--- src/rtl/fadein_pkg.sv ---
package fadein_pkg;

    localparam int VOL_W = 8;

    typedef logic [VOL_W-1:0] vol_t;

    typedef enum logic {
        ST_IDLE = 1'b0,
        ST_RAMP = 1'b1
    } fade_state_e;

    // Result of one ramp step: new code and whether the target was hit.
    typedef struct packed {
        vol_t code;
        logic at_ref;
    } vol_step_t;

    function automatic vol_step_t fi_step_up(vol_t cur, logic big_step, vol_t target);
        logic [VOL_W:0] sum;
        vol_step_t      res;
        sum = {1'b0, cur} + (big_step ? (VOL_W+1)'(2) : (VOL_W+1)'(1));
        if (sum >= {1'b0, target}) begin
            res.code   = target;
            res.at_ref = 1'b1;
        end else begin
            res.code   = sum[VOL_W-1:0];
            res.at_ref = 1'b0;
        end
        return res;
    endfunction

    // Longest interval reachable from a base with a 2-bit shift select.
    function automatic int unsigned fi_len_max(int unsigned base);
        return base << 3;
    endfunction

endpackage

--- src/rtl/fi_zc_detect.sv ---
module fi_zc_detect #(
    parameter int SAMPLE_W = 16
) (
    input  logic                clk,
    input  logic                rst,
    input  logic                tick_i,
    input  logic [SAMPLE_W-1:0] sample_i,
    output logic                zc_o
);

    logic prev_sign_q;

    always_ff @(posedge clk) begin
        if (rst) begin
            prev_sign_q <= 1'b0;
        end else if (tick_i) begin
            prev_sign_q <= sample_i[SAMPLE_W-1];
        end
    end

    assign zc_o = tick_i & ((sample_i == '0) | (sample_i[SAMPLE_W-1] != prev_sign_q));

endmodule

--- src/rtl/fi_step_timer.sv ---
module fi_step_timer
    import fadein_pkg::*;
#(
    parameter int unsigned STEP_BASE = 4,
    parameter int unsigned TMO_BASE  = 2
) (
    input  logic       clk,
    input  logic       rst,
    input  logic       run_i,
    input  logic       tick_i,
    input  logic       zc_i,
    input  logic [1:0] ivl_sel_i,
    input  logic [1:0] tmo_sel_i,
    output logic       fire_o
);

    localparam int unsigned LEN_MAX = (fi_len_max(STEP_BASE) > fi_len_max(TMO_BASE)) ?
                                      fi_len_max(STEP_BASE) : fi_len_max(TMO_BASE);
    localparam int CW = $clog2(LEN_MAX + 1);

    typedef logic [CW-1:0] cnt_t;

    cnt_t ivl_tab [4];
    cnt_t tmo_tab [4];
    cnt_t cnt_q, cnt_inc, ivl_len, tmo_len;
    logic pend_q;

    for (genvar g = 0; g < 4; g++) begin : g_len
        assign ivl_tab[g] = cnt_t'(STEP_BASE << g);
        assign tmo_tab[g] = cnt_t'(TMO_BASE << g);
    end

    assign ivl_len = ivl_tab[ivl_sel_i];
    assign tmo_len = tmo_tab[tmo_sel_i];
    assign cnt_inc = cnt_q + cnt_t'(1);

    // One counter serves both phases: interval wait, then crossing wait.
    assign fire_o = run_i & tick_i & pend_q & (zc_i | (cnt_inc == tmo_len));

    always_ff @(posedge clk) begin
        if (rst || !run_i) begin
            cnt_q  <= '0;
            pend_q <= 1'b0;
        end else if (tick_i) begin
            if (!pend_q) begin
                if (cnt_inc == ivl_len) begin
                    pend_q <= 1'b1;
                    cnt_q  <= '0;
                end else begin
                    cnt_q  <= cnt_inc;
                end
            end else if (fire_o) begin
                pend_q <= 1'b0;
                cnt_q  <= '0;
            end else begin
                cnt_q  <= cnt_inc;
            end
        end
    end

endmodule

--- src/rtl/vol_fadein_ctrl.sv ---
module vol_fadein_ctrl
    import fadein_pkg::*;
#(
    parameter int          SAMPLE_W  = 16,
    parameter int unsigned STEP_BASE = 4,
    parameter int unsigned TMO_BASE  = 2
) (
    input  logic                clk,
    input  logic                rst,
    input  logic                tick_i,
    input  logic [SAMPLE_W-1:0] sample_i,
    input  logic                fade_en_i,
    input  logic                fade_out_i,
    input  logic [7:0]          ref_level_i,
    input  logic                step_sel_i,
    input  logic [1:0]          ivl_sel_i,
    input  logic [1:0]          tmo_sel_i,
    input  logic                lim_det_i,
    input  logic                vol_wr_i,
    input  logic [7:0]          vol_wr_val_i,
    output logic [7:0]          vol_o,
    output logic                fade_act_o,
    output logic                alc_start_o
);

    fade_state_e state_q, state_d;
    vol_t        vol_q, vol_d;
    logic        alc_q, alc_d;
    logic        en_q, start_req, zc, fire;
    vol_step_t   step;

    fi_zc_detect #(.SAMPLE_W(SAMPLE_W)) u_zc (
        .clk      (clk),
        .rst      (rst),
        .tick_i   (tick_i),
        .sample_i (sample_i),
        .zc_o     (zc)
    );

    fi_step_timer #(.STEP_BASE(STEP_BASE), .TMO_BASE(TMO_BASE)) u_tmr (
        .clk       (clk),
        .rst       (rst),
        .run_i     (state_q == ST_RAMP),
        .tick_i    (tick_i),
        .zc_i      (zc),
        .ivl_sel_i (ivl_sel_i),
        .tmo_sel_i (tmo_sel_i),
        .fire_o    (fire)
    );

    assign start_req = fade_en_i & ~en_q;
    assign step      = fi_step_up(vol_q, step_sel_i, ref_level_i);

    always_comb begin
        state_d = state_q;
        vol_d   = vol_q;
        alc_d   = 1'b0;
        unique case (state_q)
            ST_IDLE: begin
                if (start_req && !fade_out_i) begin
                    if (vol_q >= ref_level_i) alc_d   = 1'b1;
                    else                      state_d = ST_RAMP;
                end else if (vol_wr_i) begin
                    vol_d = vol_wr_val_i;
                end
            end
            ST_RAMP: begin
                if (fade_out_i) begin
                    state_d = ST_IDLE;
                end else if (lim_det_i) begin
                    state_d = ST_IDLE;
                    alc_d   = 1'b1;
                end else if (fire) begin
                    vol_d = step.code;
                    if (step.at_ref) begin
                        state_d = ST_IDLE;
                        alc_d   = 1'b1;
                    end
                end
            end
            default: state_d = ST_IDLE;
        endcase
    end

    always_ff @(posedge clk) begin
        if (rst) begin
            state_q <= ST_IDLE;
            vol_q   <= '0;
            alc_q   <= 1'b0;
            en_q    <= 1'b1;
        end else begin
            state_q <= state_d;
            vol_q   <= vol_d;
            alc_q   <= alc_d;
            en_q    <= fade_en_i;
        end
    end

    assign vol_o       = vol_q;
    assign fade_act_o  = (state_q == ST_RAMP);
    assign alc_start_o = alc_q;

endmodule

--- config.mk ---
export PLATFORM = sky130hd
export DESIGN_NAME = vol_fadein_ctrl
export DESIGN_NICKNAME = d
export VERILOG_FILES = /design/src/rtl/fadein_pkg.sv /design/src/rtl/fi_zc_detect.sv /design/src/rtl/fi_step_timer.sv /design/src/rtl/vol_fadein_ctrl.sv
export SDC_FILE = /design/constraint.sdc
export NUM_CORES = 1
export LEC_CHECK = 0
export BUFFER_PORTS_ARGS = -buffer_cell sky130_fd_sc_hd__clkbuf_2
export CORE_AREA = 2 2 71 73
export DETAILED_ROUTE_END_ITERATION = 8
export DIE_AREA = 0 0 73 75
export SLEW_MARGIN = 20
export SYNTH_ARGS = -nofsm -noshare
export SYNTH_HDL_FRONTEND = slang
export SYNTH_SLANG_ARGS = --single-unit
--- constraint.sdc ---
create_clock -name clk -period 3 [get_ports clk]
set_clock_uncertainty 0.05 [all_clocks]
set_input_delay 0.3 -clock clk [delete_from_list [all_inputs] [get_ports clk]]
set_output_delay 0.3 -clock clk [all_outputs]
set_load 0.01 [all_outputs]
[After elaboration in Yosys (flattened, before gate mapping)]
Cells that the tools add are included.
Widths: inputs -> output; s select.
Storage, ports and cells
  register bits: 19
  latch bits: 0
  bits in writable memories: 0
  memory bits (read-only): 0
  input bits: 44
  output and inout bits: 10
  word-level logic and storage cells: 72
  memories kept: 0
Operators by class
  add/sub/neg operators: 2
  multiply operators: 0
  div/mod/pow operators: 0
  $lt $le $gt $ge: 4
  equality and inequality tests: 8
  shift operators: 0
  multiplexer cells: 34
  bitwise gates (word level): 11
  reductions and logical operators: 6
Operators by type and width (number)
  $mux 6: 7
  $mux 8: 5
  $bmux 6 s2: 2
  $logic_not 16->1: 1
  $pmux 8 s2: 1
  $mux 1: 15
  $eq 6x6->1: 2
  $add 8x2->9: 1
  $ge 9x8->1: 1
  $mux 9: 1
  $ge 8x8->1: 1
  $ne 2x2->1 const B: 4
  $add 6x1->6 const B: 1
  $ge 3x3->1 const B: 2
  $not 2->3: 2
  $and 1x1->1: 5
  $reduce_and 5->1: 1
  $pmux 1 s2: 2
  $logic_not 1->1: 2
  $mux 2: 1
  $ne 2x1->1 const B: 1
  $not 1->1: 2
  $or 1x1->1: 2
  $logic_and 1x1->1: 1
  2 further kinds: 2

[Depth between registers and ports, before layout]
Gate-level depths: netlist of run 1.
  depth after elaboration: 11
  mapped depth: 12
  depth with buffers taken out: 12

[By module]
From an unflattened synthesis of run 1, not the netlist that was laid out.
Second synthesis, totals
  cell total of the unflattened synthesis: 221
  area, all modules: 1861.8 sq um
By module, submodules not included
  vol_fadein_ctrl: instances 1, cells an instance 140, area an instance 1157.4 sq um, sequential area each 220.2 sq um
  fi_step_timer: instances 1, cells an instance 71, area an instance 610.6 sq um, sequential area each 140.1 sq um
  fi_zc_detect: instances 1, cells an instance 10, area an instance 93.8 sq um, sequential area each 20.0 sq um

[Worst setup path after synthesis of run 1]
Ideal clock, no wire load.
  kind: register to register
  start point: register vol_q[0] (netlist: vol_o[0])
  end point: register vol_q[0] (netlist: vol_o[0])
  setup time: 0.075 ns
  data arrival time: 2.717 ns
  required time: 2.875 ns
  path slack: 0.158 ns
  stages on the path, launching flop included: 11
  buffers on the path: 0
  period minus slack after synthesis: 2.842 ns
  cell sequence: dfxtp_1 -> ha_1 -> fa_1 -> nand2_1 -> xnor2_1 -> ha_1 -> o2111ai_1 -> o31ai_1 -> o21ai_0 -> a31o_2 -> o22ai_1
Between the ends
  longest elaborated chain between the ends: 7
Ends and longest elaborated chain
  start: declaration: line vol_fadein_ctrl.sv:27  | vol_t vol_q, vol_d;
  start signal: assignment: line vol_fadein_ctrl.sv:93  | vol_q <= vol_d;
  $add 8x2->9 (*): line fadein_pkg.sv:21  | sum = {1'b0, cur} + (big_step ? (VOL_W+1)'(2) : (VOL_W+1)'(1));
  $ge 9x8->1: line fadein_pkg.sv:22  | if (sum >= {1'b0, target}) begin
  $mux 9 (*): line fadein_pkg.sv:22
  $mux 8 (*): line vol_fadein_ctrl.sv:73  | end else if (fire) begin
  $mux 8 (*): line vol_fadein_ctrl.sv:70  | end else if (lim_det_i) begin
  $mux 8 (*): line vol_fadein_ctrl.sv:68  | if (fade_out_i) begin
  $pmux 8 s2 (*): line vol_fadein_ctrl.sv:58  | unique case (state_q)
Every way passes the cells marked *; elsewhere a longest branch is shown, timed or not. The select of a mux whose other input is x is not followed.
A chain may end at the register's enable or synchronous reset.

[Worst setup path in the final report of run 1]
  start point: register vol_q[0] (netlist: vol_o[0])
  end point: register vol_q[7] (netlist: vol_o[7])
The elaborated chain is that of the path after synthesis.

==> results.tsv, run 1 <==
metric	value	unit
detailed-route DRC error count	0	
Rel. slew slack	61.2	%
HP Start	rst	
most frequent cells in the layout	clkbuf_2 (53), ha_1 (19), dfxtp_1 (19), inv_1 (16), nand2_1 (15)	
RSZ-0062 raised after global routing	false	
CTS H-Tree Depth	1	
Post-DP HPWL	3990	microns
Cells after Synth	218	
Slowest-stage cell, CP	fa_1	
Post-synth ARST share	0	%
metal3 WL	275	microns
clock buffer depth	2	
Multi-input gate area	1390	sq um
Fill cells	479	
first-pass GRT wire length	8090	microns
most common cell after layout, fill and taps aside	clkbuf_2	
VDD IR-drop max	0.000191	V
fmax	355	MHz
Final Hold Vio Count	0	
sequential area share after synthesis	20.6	%
DR vias/cell	5.69	
dominant synthesized flop cell	dfxtp_1	
FF+latch count, synth	19	
# diodes	0	
CTS Root Cell	clkbuf_8	
Num CTS Buffers	3	
Placed Cells	332	
vias in the first global route	1807	
Initial Util	39.7	%
TritonRoute pass-1 iters	4	
Worst path most repeated cell	ha_1	
routed len/inst	14.4	microns
Cell Count, Final, Fillers Out	336	
Yosys warnings	0	
setup violators final	0	
routed via count	1913	
final core utilization	49.3	%
final net count	347	
worst min-delay path category	input port to register	
critical-path cell list	ha_1, fa_1, buf_4, nand2_1, xnor2_1, ha_1, o2111ai_2, o31a_2, a21oi_1, o32ai_2, o221a_1	
Startpoint Class	register	
layout cells sized above 1	29.4	%
Synth cell types	54	
LEAKAGE	1.04	nW
Top Layer Used	met4	
DRT antenna net count	0	
type of the worst setup path	register to register	
IO Port Bufs	53	
reg2reg start	vol_o[0]	
wl on met1	2410	microns
fin crit period	2.81	ns
CORE AREA	4660	sq um
Die ar.	5480	sq um
initial antenna violation count	0	
Max-cap violations	0	
gr usage total	18.4	%
post-route cell area	2300	sq um
syn_nets	282	
routability cong.	0.800	
Max stage delay on crit path	0.43	ns
Sink Count	19	
mapped cell area	1850	sq um
Pwr Density	295	nW/um^2
status	finished, final reports clean	
largest net degree at the start of global routing	17	
Reg area	380	sq um
EDFF count, synth	0	
drt total wl	4830	microns
met2 routed WL	2120	microns
worst skew pair latency	0.25	ns
placed inst area	2230	sq um
Die Y	75	microns
actual slew at the worst max-slew pin	0.573	ns
Clock transition at path regs	0.07	ns
Critical Path End Type	register	
pins over their slew limit	0	
Ports	54	
setup TNS after final layout	0	ns
CP required	3.10	ns
fin crit share	93.8	%
DR iter-0 viols	61	
DIE WIDTH	73	microns
Crit path arrival time	2.91	ns
GRT overflow	0	
std cell rows	25	
syn avg cell area	8.48	sq um
CTS tree	done	
worst setup path startpoint	vol_o[0]	
Area Growth Syn to Fin	24.2	%
CP Max Fanout	7	
[critical path: cells and delay by family (launching register included)]
kind / cells / cell delay (ns)
AND/OR/NAND/NOR: 1 / 0.07
adder cells (fa/ha/maj): 3 / 0.95
flip-flops: 1 / 0.32
buffers and inverters: 1 / 0.17
AO/OA/AOI/OAI: 5 / 1.07
XOR/XNOR: 1 / 0.09
[cell families after synthesis]
family          after synthesis  share of synthesized area (%)
compound gates               66                           29.3
mux                           3                           1.62
flops                        19                           20.6
buf+inv                      21                           5.48
simple gates                 78                           23.5
fa+ha+maj                    20                           13.9
xor+xnor                     11                           5.62
[path summary, 6_finish.rpt]
check        depth (start not counted)  slack, ns                to
min                                  2       0.20  u_zc.prev_sign_q
max reg2reg                         11       0.19          vol_o[7]
max                                 11       0.19          vol_o[7]
min reg2reg                          2       0.45      u_tmr.pend_q
[through the flow]
stage,hold slack (ns),worst slack [ns],power (mW)
after global routing,0.201,0.00257,0.729
after floorplan,0.322,0.158,0.406
after global placement,0.430,0.0970,0.498
final,0.202,0.186,0.677
after CTS,0.200,0.104,0.676
after detailed placement,0.439,0.00399,0.500
[Yosys cell counts, drive strengths merged (3+ instances only)]
master / n / area, sq um
o41ai: 6 / 52.6
nor4: 5 / 31.3
nor2b: 7 / 43.8
mux2i: 3 / 30.0
xor2: 3 / 26.3
nand4: 3 / 18.8
dfxtp: 19 / 380
nand2b: 3 / 18.8
nor3b: 5 / 37.5
buf: 3 / 33.8
a21oi: 12 / 60.1
ha: 19 / 238
o21ai: 10 / 50.1
nor3: 10 / 55.1
o21a: 3 / 22.5
o221a: 6 / 67.6
xnor2: 8 / 77.6
inv: 16 / 60.1
o32ai: 6 / 52.6
nand3: 9 / 55.1
nand2: 15 / 56.3
nor2: 10 / 37.5
[metal layers]
metal | GRT usage [%] | up-vias
met1 | 26.1 | 872
li1 | - | 977
met2 | 29.9 | 62
met4 | 2.47 | 0
met5 | 0 | -
met3 | 3.48 | 2
[what timing repair did]
item,CTS,global route
setup buffers,0,0
setup endpoints to repair,0,9
gates resized for setup,0,4
hold buffers,0,0
[layout make-up]
cell class | instances | area share [%]
multi-input cells | 178 | 60.4
inverters | 16 | 2.62
repair buffers | 65 | 15.5
well taps | 54 | 2.94
flip-flops and latches | 19 | 16.6
clock buffers | 4 | 1.96
[sequential cells by signal, summed over array words and instances (netlist names)]
name	count
vol_o	8
u_tmr.cnt_q	6
alc_start_o	1
en_q	1
fade_act_o	1
u_tmr.pend_q	1
u_zc.prev_sign_q	1
[power breakdown]
group	internal [mW]	switching (mW)
combinational	0.111	0.118
sequential	0.263	0.0109
clock	0.0943	0.0804
Note: power is estimated with default switching activity, not from simulation.
==> run 2, diff against run 1 <==
--- a/config.mk
+++ b/config.mk
@@ -6,9 +6,10 @@
 export NUM_CORES = 1
 export LEC_CHECK = 0
 export BUFFER_PORTS_ARGS = -buffer_cell sky130_fd_sc_hd__clkbuf_2
-export CORE_AREA = 2 2 71 73
+export CORE_AREA = 8 8 77 79
 export DETAILED_ROUTE_END_ITERATION = 8
-export DIE_AREA = 0 0 73 75
+export DIE_AREA = 0 0 85 87
+export PLACE_DENSITY = 0.66
 export SLEW_MARGIN = 20
 export SYNTH_ARGS = -nofsm -noshare
 export SYNTH_HDL_FRONTEND = slang
==> constraint.sdc (replaced) <==
create_clock -name clk -period 2.3 [get_ports clk]
set_clock_uncertainty 0.05 [all_clocks]
set_input_delay 0.23 -clock clk [delete_from_list [all_inputs] [get_ports clk]]
set_output_delay 0.23 -clock clk [all_outputs]
set_load 0.01 [all_outputs]
==> run 2 against run 1 <==
  * The run now ends with negative setup slack left
  * Worst hold slack worse by 0.092 ns
  * Total power up 55%
  * Critical path depth down 1
  * Clock power up 45%
  * Via count up 8.2%
  * Die area up 35%
  * Largest power group is now combinational cells
==> results.tsv, run 2 (synthesis results as in run 1) <==
metric	value	unit	change
status	finished, violations left		was finished, final reports clean
failing checks	negative setup slack		
actual slew at the worst max-slew pin	0.500	ns	was 0.573 ns
Sink Count	19		unchanged
Multi-input gate area	1690	sq um	was 1390 sq um
Internal	675	uW	was 468 uW
largest net degree at the start of global routing	12		was 17
VDD IR-drop max	0.000196	V	was 0.000191 V
Initial Util	38.2	%	was 39.7%
TritonRoute pass-1 iters	4		unchanged
Crit path arrival time	2.88	ns	was 2.91 ns
max reg flops	8		unchanged
GRT overflow	0		unchanged
R2R Path End	vol_o[5]		was vol_o[7]
Ports	54		unchanged
Clock transition at path regs	0.08	ns	was 0.07 ns
placed inst area	2440	sq um	was 2230 sq um
Reg area	387	sq um	was 380 sq um
DRT antenna net count	0		unchanged
critical-path cell list	ha_4, a21o_1, nand3_1, xnor2_1, ha_1, o2111ai_4, o31a_4, a21oi_2, o32ai_2, o221a_1		was ha_1, fa_1, buf_4, nand2_1, xnor2_1, ha_1, o2111ai_2, o31a_2, a21oi_1, o32ai_2, o221a_1
Max-cap violations	0		unchanged
layout cells sized above 1	46.9	%	was 29.4%
Total Power	1.05	mW	was 677 uW
DR vias/cell	5.76		was 5.69
setup violators final	10		was 0
final net count	368		was 347
std cell rows	26		was 25
CTS H-Tree Depth	1		unchanged
Post-DP HPWL	4530	microns	was 3990 microns
R2R Setup Slk	-0.47	ns	was 0.19 ns
CP Max Fanout	8		was 7
RSZ-0062 raised after global routing	true		was false
routed via count	2069		was 1,913
Fill cells	428		was 479
reg2reg start	vol_o[1]		was vol_o[0]
worst min-delay path category	input port to register		unchanged
IO Port Bufs	53		unchanged
most frequent cells in the layout	clkbuf_2 (53), buf_4 (30), inv_1 (16), dfxtp_1 (16), nand2_1 (14)		was clkbuf_2 (53), ha_1 (19), dfxtp_1 (19), inv_1 (16), nand2_1 (15)
hold buffers post-CTS	0		unchanged
critical path capture point	vol_o[5]		was vol_o[7]
detailed-route DRC error count	0		unchanged
Final Hold Vio Count	0		unchanged
power share of the clock group	24.1	%	was 25.8%
DIE WIDTH	85	microns	was 73 microns
Max stage delay on crit path	0.45	ns	was 0.43 ns
Die Y	87	microns	was 75 microns
first-pass GRT wire length	9490	microns	was 8090 microns
DR iter-0 viols	97		was 61
Num CTS Buffers	3		unchanged
type of the worst setup path	register to register		unchanged
worst skew pair latency	0.27	ns	was 0.25 ns
post-route cell area	2780	sq um	was 2300 sq um
routed len/inst	17.6	microns	was 14.4 microns
Sw Share	35.8	%	was 30.9%
R2R depth	10		was 11
CTS tree	done		unchanged
Slowest-stage cell, CP	o31a_4		was fa_1
LEAKAGE	1.22	nW	was 1.04 nW
Pwr Density	378	nW/um^2	was 295 nW/um^2
final worst-path setup slack	-0.465	ns	was 0.186 ns
gr usage total	15.4	%	was 18.4%
routability cong.	0.854		was 0.800
Gate power share	42.3	%	was 33.8%
Die ar.	7400	sq um	was 5480 sq um
Critical Path End Type	register		unchanged
clock buffer depth	2		unchanged
initial antenna violation count	0		unchanged
CORE AREA	4850	sq um	was 4660 sq um
drt total wl	6310	microns	was 4830 microns
switching power	376	uW	was 209 uW
Startpoint Class	register		unchanged
fmax	362	MHz	was 355 MHz
Rel. slew slack	66.6	%	was 61.2%
CP required	2.41	ns	was 3.10 ns
vias in the first global route	2117		was 1,807
most common cell after layout, fill and taps aside	clkbuf_2		unchanged
# diodes	0		unchanged
fin crit share	120	%	was 93.8%
Reg power frac	33.5	%	was 40.4%
CTS Root Cell	clkbuf_8		unchanged
fin crit period	2.77	ns	was 2.81 ns
worst setup path startpoint	vol_o[1]		was vol_o[0]
pins over their slew limit	0		unchanged
Area Growth Syn to Fin	50.1	%	was 24.2%
[run 2: cell types whose count changed in the layout (fill, tap and decap cells not counted), moves of 3 or more]
cell,before,now
ha_4,0,6
xnor2_2,1,4
ha_1,19,12
a21oi_1,12,3
xnor2_1,7,4
o32ai_2,1,4
o32ai_1,5,2
dfxtp_1,19,16
buf_4,12,30
o21ai_0,10,7
a21oi_2,0,7
[run 2: worst max-delay path: cells and delay by family (launching register included)]
family / cells / cell delay (ns)
AOI/OAI and AO/OA: 6 / 1.29
adders and majority gates: 2 / 0.63
DFF: 1 / 0.36
xor gates and xnor gates: 1 / 0.18
and+or+nand+nor: 1 / 0.13
[run 2: metrics by stage]
step	hold WS, ns	TNS, ns	util, %	worst slack [ns]	std cells
4_1_cts	0.119	-3.22	53.0	-0.362	355
5_1_grt	0.132	-5.60	57.3	-0.618	359
6_report	0.111	-4.12	57.3	-0.465	359
3_5_place_dp	0.388	-4.26	50.4	-0.504	349
2_1_floorplan	0.252	-1.30	-	-0.166	218
3_3_place_gp	0.381	-4.04	50.4	-0.518	349
[run 2: routing by layer]
layer  share of wire, %  GRT usage (%)
met5                  0              0
met4                3.0           6.63
met3                6.3           3.11
met2                 50           28.3
met1                 41           16.6
[run 2: cell type report]
class / count / share of cell area (%)
multi-input cells: 179 / 60.9
flip-flops and latches: 19 / 13.9
clock inverters: 1 / 0.180
clock buffers: 3 / 1.49
inverters: 16 / 2.16
well taps: 56 / 2.52
repair buffers: 85 / 18.8
[run 2: worst min-delay path by stage]
| stage | endpoint | start | cells after the start | slack [ns] |
|---|---|---|---|---|
| 6_report | en_q | fade_en_i | 2 | 0.11 |
| 5_1_grt | en_q | fade_en_i | 2 | 0.13 |
| 4_1_cts | en_q | fade_en_i | 2 | 0.12 |
| 3_5_place_dp | en_q | fade_en_i | 2 | 0.39 |
| 3_3_place_gp | en_q | fade_en_i | 2 | 0.38 |
| 2_1_floorplan | u_zc.prev_sign_q | rst | 1 | 0.25 |
[run 2: timing repair]
item	4_1_cts	5_1_grt
endpoints found under the setup margin	10	16
gates resized for setup	10	30
cloned	1	0
setup buffers	1	4
pin swaps	10	21
[run 2: power by group through the flow]
stage	clock network, mW	logic, mW	registers [mW]
4_1_cts	0.251	0.378	0.352
5_1_grt	0.267	0.482	0.353
3_3_place_gp	0	0.343	0.360
2_1_floorplan	0	0.191	0.373
3_5_place_dp	0	0.348	0.360
6_report	0.254	0.445	0.352
==> run 3, diff against run 2 <==
--- a/config.mk
+++ b/config.mk
@@ -7,9 +7,11 @@
 export LEC_CHECK = 0
 export BUFFER_PORTS_ARGS = -buffer_cell sky130_fd_sc_hd__clkbuf_2
 export CORE_AREA = 8 8 77 79
+export CTS_BUF_LIST = sky130_fd_sc_hd__clkbuf_8
 export DETAILED_ROUTE_END_ITERATION = 8
 export DIE_AREA = 0 0 85 87
 export PLACE_DENSITY = 0.66
+export SETUP_SLACK_MARGIN = 0.1
 export SLEW_MARGIN = 20
 export SYNTH_ARGS = -nofsm -noshare
 export SYNTH_HDL_FRONTEND = slang
==> run 3 against run 2 <==
  * The flow still finishes with violations (negative setup slack)
  * Worst hold slack improved by 0.0094 ns
  * Global-route usage is essentially flat
  * Flip-flop and latch count stayed put
  * Die area is the same
  * Sequential power barely moved
  * Total power decreased by 5.1%
  * Design area shrank 1.0%
  * Largest power group unchanged
==> results.tsv, run 3 (synthesis results as in run 1) <==
metric	value	unit	change
status	finished, violations left		unchanged
failing checks	negative setup slack		unchanged
layout cells sized above 1	47.8	%	was 46.9%
GRT overflow	0		unchanged
first-pass GRT wire length	9590	microns	was 9490 microns
Critical Path End Type	register		unchanged
reg2reg start	vol_o[1]		unchanged
worst skew pair latency	0.26	ns	was 0.27 ns
CP Max Fanout	5		was 8
Pwr Density	363	nW/um^2	was 378 nW/um^2
CP required	2.45	ns	was 2.41 ns
final core utilization	56.7	%	was 57.3%
Post-DP HPWL	4440	microns	was 4530 microns
Clock transition at path regs	0.07	ns	was 0.08 ns
setup violators final	10		unchanged
pins over their slew limit	0		unchanged
drt total wl	5870	microns	was 6310 microns
R2R Setup Slk	-0.46	ns	was -0.47 ns
DR iter-0 viols	100		was 97
Ports	54		unchanged
Startpoint Class	register		unchanged
worst min-delay path category	input port to register		unchanged
fmax	362	MHz	about the same
vias in the first global route	2188		was 2,117
fin crit share	120	%	about the same
fin crit period	2.76	ns	was 2.77 ns
Hold Path Cell Cnt	2		unchanged
worst hold slack	0.120	ns	was 0.111 ns
CORE AREA	4850	sq um	unchanged
Die ar.	7400	sq um	unchanged
largest net degree at the start of global routing	16		was 12
Sink Count	19		unchanged
initial antenna violation count	0		unchanged
R2R Path End	vol_o[3]		was vol_o[5]
VDD IR-drop max	0.000200	V	was 0.000196 V
type of the worst setup path	register to register		unchanged
actual slew at the worst max-slew pin	0.437	ns	was 0.500 ns
post-route cell area	2750	sq um	was 2780 sq um
Reg area	392	sq um	was 387 sq um
Fill cells	436		was 428
DIE WIDTH	85	microns	unchanged
routed via count	2041		was 2,069
routability cong.	0.877		was 0.854
Final Hold Vio Count	0		unchanged
IO Port Bufs	53		unchanged
Max-cap violations	0		unchanged
most common cell after layout, fill and taps aside	clkbuf_2		unchanged
TritonRoute pass-1 iters	4		unchanged
Rel. slew slack	70.8	%	was 66.6%
clock buffer depth	2		unchanged
std cell rows	26		unchanged
Multi-input gate area	1730	sq um	was 1690 sq um
hold path endpoint	en_q		unchanged
max reg flops	8		unchanged
Area Growth Syn to Fin	48.6	%	was 50.1%
gr usage total	15.4	%	about the same
CTS Root Cell	clkbuf_8		unchanged
DR vias/cell	5.81		was 5.76
LEAKAGE	1.18	nW	was 1.22 nW
placed inst area	2370	sq um	was 2440 sq um
R2R depth	10		unchanged
# diodes	0		unchanged
CTS tree	done		unchanged
HP Start	fade_en_i		unchanged
detailed-route DRC error count	0		unchanged
Initial Util	38.2	%	unchanged
CTS H-Tree Depth	1		unchanged
final net count	360		was 368
RSZ-0062 raised after global routing	true		unchanged
DRT antenna net count	0		unchanged
Die Y	87	microns	unchanged
Num CTS Buffers	3		unchanged
most frequent cells in the layout	clkbuf_2 (53), buf_4 (24), inv_1 (16), nand2_1 (14)		was clkbuf_2 (53), buf_4 (30), inv_1 (16), dfxtp_1 (16), nand2_1 (14)
routed len/inst	16.7	microns	was 17.6 microns
final worst-path setup slack	-0.460	ns	was -0.465 ns
Crit path arrival time	2.91	ns	was 2.88 ns
==> run 3: cell type report <==
class / count / share of cell area, %
inverters: 16 / 2.19
well taps: 56 / 2.55
repair buffers: 77 / 16.2
clock buffers: 3 / 1.50
multi-input cells: 179 / 63.1
flip-flops and latches: 19 / 14.3
clock inverters: 1 / 0.182
==> run 3: report_power, final <==
part / internal, mW / switching (mW)
registers: 0.343 / 0.00888
logic: 0.193 / 0.217
clock network: 0.121 / 0.116
total: 0.656 / 0.342
==> run 3: worst max path at each step <==
stage / startpoint / to / slack, ns / cells past startpoint
after floorplan: vol_o[1] / vol_o[2] / -0.17 / 10
after global placement: step_sel_i / vol_o[2] / -0.46 / 12
after detailed placement: step_sel_i / vol_o[0] / -0.47 / 12
after CTS: vol_o[1] / vol_o[2] / -0.34 / 10
after global routing: vol_o[0] / vol_o[4] / -0.56 / 10
final: vol_o[1] / vol_o[3] / -0.46 / 10
==> run 3: per-stage QoR <==
stage	TNS [ns]	power [mW]	worst slack, ns	instances
6_report	-3.62	0.997	-0.460	351
5_1_grt	-4.66	1.06	-0.561	351
4_1_cts	-2.99	0.980	-0.336	349
3_5_place_dp	-4.28	0.695	-0.471	341
3_3_place_gp	-3.88	0.690	-0.457	341
2_1_floorplan	-1.30	0.564	-0.166	218
==> run 3: critical path, cell delays in order (launching register included) <==
cell and delay [ns]:
dfxtp_4 0.36, ha_4 0.25, a21o_1 0.20, nand4_1 0.14
xnor2_1 0.17, ha_1 0.36, o2111ai_4 0.19, o31ai_4 0.40
nor3_1 0.08, o32ai_1 0.28, o221a_1 0.21
==> run 3: timing repair <==
action	CTS	global route
pin swaps	18	15
hold buffers	0	0
cloned	1	0
endpoints found under the setup margin	16	17
gates resized for setup	20	31
setup buffers	3	2
==> run 3: metal layers <==
| layer | part of all wire [%] | vias to the layer above | routed length [microns] | GRT usage [%] |
|---|---|---|---|---|
| li1 | - | 995 | - | - |
| met1 | 41 | 971 | 2400 | 16.2 |
| met2 | 52 | 62 | 3030 | 28.1 |
| met3 | 5.7 | 13 | 333 | 3.11 |
| met4 | 2.0 | 0 | 116 | 8.25 |
| met5 | 0 | - | 0 | 0 |
